## src/rtl/onehot_quad_pkg.sv

```systemverilog
package onehot_quad_pkg;
  localparam int unsigned NUM_ST = 4;
  localparam int unsigned ST_A = 0;
  localparam int unsigned ST_B = 1;
  localparam int unsigned ST_C = 2;
  localparam int unsigned ST_D = 3;
  localparam logic [NUM_ST-1:0] START_VEC = NUM_ST'(1) << ST_A;
endpackage

```

## src/rtl/onehot_quad_next.sv

```systemverilog
module onehot_quad_next
  import onehot_quad_pkg::*;
(
  input  logic [NUM_ST-1:0] cur,
  input  logic              step,
  output logic [NUM_ST-1:0] nxt
);
  // One term per arrow entering each state, ORed together.
  always_comb begin
    nxt[ST_A] = (cur[ST_A] & ~step) | (cur[ST_B] & ~step)
              | (cur[ST_C] & ~step) | (cur[ST_D] &  step);
    nxt[ST_B] =  cur[ST_A] &  step;
    nxt[ST_C] =  cur[ST_B] &  step;
    nxt[ST_D] = (cur[ST_D] & ~step) | (cur[ST_C] & step);
  end
endmodule

```

## src/rtl/onehot_quad_bank.sv

```systemverilog
module onehot_quad_bank #(
  parameter int unsigned W = 4,
  parameter logic [W-1:0] INIT = '0
) (
  input  logic         clk,
  input  logic         rst,
  input  logic [W-1:0] d,
  output logic [W-1:0] q
);
  // One D flip-flop per state; reset presets or clears each bit separately.
  for (genvar b = 0; b < W; b++) begin : g_ff
    always_ff @(posedge clk) begin
      if (rst) q[b] <= INIT[b];
      else     q[b] <= d[b];
    end
  end
endmodule

```

## src/rtl/onehot_quad_fsm.sv

```systemverilog
module onehot_quad_fsm
  import onehot_quad_pkg::*;
(
  input  logic              clk,
  input  logic              rst,
  input  logic              step_in,
  output logic              z_out,
  output logic [NUM_ST-1:0] state_out
);
  logic [NUM_ST-1:0] cur_st;
  logic [NUM_ST-1:0] nxt_st;

  onehot_quad_next u_next (
    .cur  (cur_st),
    .step (step_in),
    .nxt  (nxt_st)
  );

  onehot_quad_bank #(.W(NUM_ST), .INIT(START_VEC)) u_bank (
    .clk (clk),
    .rst (rst),
    .d   (nxt_st),
    .q   (cur_st)
  );

  // Registered output, loaded from the next value of the final state.
  always_ff @(posedge clk) begin
    if (rst) z_out <= 1'b0;
    else     z_out <= nxt_st[ST_D];
  end

  assign state_out = cur_st;

  AST_RESET_VEC: assert property (@(posedge clk) rst |=> (cur_st == 4'b0001) && !z_out);
  AST_A_STEP: assert property (@(posedge clk) disable iff (rst) (cur_st[ST_A] && step_in) |=> cur_st[ST_B]);
  AST_A_HOLD: assert property (@(posedge clk) disable iff (rst) (cur_st[ST_A] && !step_in) |=> cur_st[ST_A]);
  AST_B_MOVE: assert property (@(posedge clk) disable iff (rst) cur_st[ST_B] |=> (step_in ? 1'b0 : 1'b0) || ($past(step_in) ? cur_st[ST_C] : cur_st[ST_A]));
  AST_C_MOVE: assert property (@(posedge clk) disable iff (rst) cur_st[ST_C] |=> ($past(step_in) ? cur_st[ST_D] : cur_st[ST_A]));
  AST_D_MOVE: assert property (@(posedge clk) disable iff (rst) cur_st[ST_D] |=> ($past(step_in) ? cur_st[ST_A] : cur_st[ST_D]));
  AST_Z_TRACKS_D: assert property (@(posedge clk) disable iff (rst) z_out == cur_st[ST_D]);
  AST_ONE_HOT: assert property (@(posedge clk) disable iff (rst) $countones(cur_st) == 1);
endmodule

```

## config.mk

```make
export PLATFORM = sky130hd
export DESIGN_NAME = onehot_quad_fsm
export DESIGN_NICKNAME = d
export VERILOG_FILES = /design/src/rtl/onehot_quad_pkg.sv /design/src/rtl/onehot_quad_next.sv /design/src/rtl/onehot_quad_bank.sv /design/src/rtl/onehot_quad_fsm.sv
export SDC_FILE = /design/constraint.sdc
export NUM_CORES = 1
export LEC_CHECK = 0
export ABC_AREA = 1
export BUFFER_PORTS_ARGS = -buffer_cell sky130_fd_sc_hd__buf_2
export CAP_MARGIN = 20
export CORE_AREA = 5 5 42 44
export DETAILED_ROUTE_END_ITERATION = 8
export DIE_AREA = 0 0 47 49
export GPL_TIMING_DRIVEN = 0
export PLACE_DENSITY_LB_ADDON = 0.3
export SYNTH_ARGS = -nofsm -noshare
export SYNTH_HDL_FRONTEND = slang
export SYNTH_HIERARCHICAL = 1
export SYNTH_SLANG_ARGS = --single-unit
```

## constraint.sdc

```tcl
create_clock -name clk -period 1.1 [get_ports clk]
set_input_delay 0.22 -clock clk [delete_from_list [all_inputs] [get_ports clk]]
set_output_delay 0.22 -clock clk [all_outputs]
set_load 0.01 [all_outputs]
```

# --- After elaboration in Yosys (flattened, before gate mapping) ---
# Cells that the tools add are included.
word_totals:
  reg_bits: 4
  in_bits: 3
  output_inout_bits: 5
  word_cells: 17
classes:
  bitwise_logic: 13
ops:
  columns: ["cell", "count"]
  rows:
  - ["$and A1 B1 Y1", 8]
  - ["$or A1 B1 Y1", 4]
  - ["$not A1 Y1", 1]

# --- Depth between registers and ports, before layout ---
depth:
  word_depth: 5
  mapped_depth: 5
  mapped_depth_nobuf: 5

# --- Cells and area by module ---
# The synthesis kept the hierarchy.
by_module_without_submodules:
  columns: ["mod", "instances", "cells_per_inst", "area_per_inst_um2", "seq_area_each_um2"]
  rows:
  - ["onehot_quad_bank", 1, 13, 113.9, 80.1]
  - ["onehot_quad_next", 1, 12, 46.3, 0.0]
  - ["onehot_quad_fsm", 1, 3, 30.0, 20.0]

# --- Least setup slack after synthesis ---
# OpenSTA, ideal clock, no wires.
synth_timing:
  path_type: "reg2reg"
  from: "register u_bank.q[2]"
  to: "register u_bank.q[0]"
  setup_ns: 0.058
  arrival_time_ns: 0.637
  t_required_ns: 1.042
  slack_ns: 0.405
  stages_incl_launch_ff: 5
  n_path_buf: 0
  period_less_slack_ns: 0.695
  cell_sequence: "dfxtp_1 -> nor2_1 -> a21oi_1 -> inv_1 -> nand2_1"
synth_between:
  elab_chain_cells: 3
synth_lines:
  columns: ["element", "line_no", "source"]
  rows:
  - ["start: declaration", "onehot_quad_bank.sv:8", "output logic [W-1:0] q"]
  - ["start signal: indexed assignment", "onehot_quad_bank.sv:13", "if (rst) q[b] <= INIT[b];"]
  - ["start signal: indexed assignment", "onehot_quad_bank.sv:14", "else q[b] <= d[b];"]
  - ["$and A1 B1 Y1", "onehot_quad_next.sv:11", "| (cur[ST_C] & ~step) | (cur[ST_D] & step);"]
  - ["$or A1 B1 Y1 (2 in a row)", "onehot_quad_next.sv:11", null]
  - ["via nxt_st[0]", "onehot_quad_fsm.sv:11", "logic [NUM_ST-1:0] nxt_st;"]
# The timed path passes the listed nets, and every way through them passes these cells.
# A chain may end at the register's enable or synchronous reset.

# --- Worst setup path in the final report ---
layout_timing:
  from: "register u_bank.q[2]"
  to: "output port state_out[2]"
layout_rtl:
  columns: ["element", "line_no", "source"]
  rows:
  - ["end: declaration", "onehot_quad_fsm.sv:8", "output logic [NUM_ST-1:0] state_out"]
# No word-level cell between the ends.

==> results.md <==
- Status: finished clean
- Wire per inst: 6.964 um
- Slowest cell on crit path: dfxtp_1
- Critical path peak fanout: 3
- I/O pin cnt: 8
- First-pass GRT wire length: 683 um
- Crit. End Element: output pin
- Slew headroom: 93.16%
- Worst setup SP type: register
- R2r startpoint: u_bank/q[2]
- Tmin final: 0.9467 ns
- Core region area: 0.001401 mm^2
- F_max: 1.056 GHz
- Final Net Count: 43
- Avg Vias per Cell: 3.273
- Die Ht: 49 um
- GRT overflow: 0
- Initial antenna violation count: 0
- Clk pin slew, worst setup/hold paths: 0.04 ns
- Synth Warn #: 6
- Post-cts resize count: 0
- Root Buffer: clkbuf_4
- Final hold slack: 0.2033 ns
- Row cnt: 14
- Placed Cells: 51
- Antenna viol nets, final: 0
- Setup repair bufs after CTS: 0
- Core Util, Final: 19.38%
- Vias: 180
- Uppermost layer routed: met4
- Clk_skew: 0.001896 ns
- DP Area: 245.2 um^2
- Share of cells above drive strength 1: 28.21%
- All-layer global routing usage: 4.789%
- CP Launch Point: u_bank/q[2]
- Largest net degree at the start of global routing: 6
- Family with the most delay on the worst path: flip-flops
- Horiz. Die Dim: 47 um
- Final wirelength: 383 um
- Hold Path Class: in -> reg
- Area Overhead vs Synth: 42.76%
- Global placement routability congestion: 0.6536
- Pre-antenna DRT Iters: 4
- Total negative setup slack: 0 ns
- Insertion delay to the later sink of the worst-skew pair: 0.24 ns
- Inserted Diodes: 0
- Syn Inst Count: 28
- Synth cell types: 6
- Worst path bufs/invs: 1
- Crit path DAT: 0.73 ns
- Synthesized net count: 31
- Hold-fix buffers at CTS: 0
- Design Power: 0.4298 mW
- CTS Buf Count: 3
- Leak: 0.1563 nW
- Final cell count without fillers: 55
- CP cell instances: buf_2
- Unrepaired setup endpoints after global routing: false
- Slew @ Worst Pin: 0.1025 ns
- Slew Viols, Final: 0
- Met3 WL: 39 um
- Worst vdd ir: 227.0 uV
- Starting Density: 13.57%
- DRC errors left: 0
- Pwr/cell area: 1583 mW/mm^2
- Vias in the first global route: 175
- Final Cell Area: 271.5 um^2
- DRT met1 WL: 155 um
- Die ar.: 0.002303 mm^2
- # setup viols final: 0
- Final Hold Fails: 0
- Port bufs: 7
- Syn Std Cell Area: 190.2 um^2
- Final worst setup slack: 0.1533 ns
- Sequential share of the synthesized area: 52.63%
- Met2 wire length: 175 um
- Max capacitance violation total: 0
- Yosys reg bits: 5
- TritonCTS clock tree: done
- R2R Setup Slk: 0.41 ns
- Crit path required time: 0.88 ns
- DP HPWL: 306.8 um
- CP max stage delay: 0.35 ns
- Pre-CTS setup slack: 0.3617 ns
- Hold path start: rst
- Htree depth: 1
- CTS max path bufs: 2
- Period utilization: 86.06%
- TritonCTS Sinks: 5
- Kind of critical path: reg -> out
- Mean Syn Cell Area: 6.792 um^2
- DRT iter0 DRCs: 3
==> cell usage after synthesis <==
cell type	n	area, um^2
a21oi_1	1	5.000
nor2_1	6	22.52
nand2_1	6	22.52
inv_1	9	33.78
nor2_2	1	6.260
dfxtp_1	5	100.1
==> kinds of logic after synthesis <==
group           after synthesis  share of synthesized area (%)
simple gates                 13                          26.97
buf+inv                       9                          17.76
flops                         5                          52.63
compound gates                1                          2.629
==> cell type report <==
type / instances / area, um^2
timing repair buffer: 7 / 35.03
clock buffer: 4 / 26.28
sequential: 5 / 100.1
tap: 16 / 20.02
fill: 180 / 1130
multi-input combinational: 14 / 56.30
inverter: 9 / 33.78
==> placed cells by master, fill, tap and decap left out, drive strengths merged <==
master  count
inv         9
buf         7
nor2        7
nand2       6
dfxtp       5
clkbuf      4
a21oi       1
==> worst paths after layout <==
kind,end,cells past startpoint
max reg2reg,u_bank/q[0],4
max,state_out[2],1
min reg2reg,u_bank/q[1],4
min,z_out,2
==> flip-flops by register name (all words and copies together) (netlist names) <==
register  flops
z_out         1
u_bank/q      4
==> where the power goes <==
group / total, mW / switching (mW) / internal (mW)
Combinational: 0.0320 / 0.0190 / 0.0131
Clock: 0.206 / 0.0688 / 0.137
Sequential: 0.192 / 0.00394 / 0.188
Total: 0.430 / 0.0917 / 0.338
==> layer usage <==
metal	vias to the layer above	global-route usage, %
li1	98	-
met1	74	4.396
met2	6	4.977
met3	2	2.952
met4	0	8.295
met5	-	0
No activity file was read; power rests on OpenSTA's default activity.
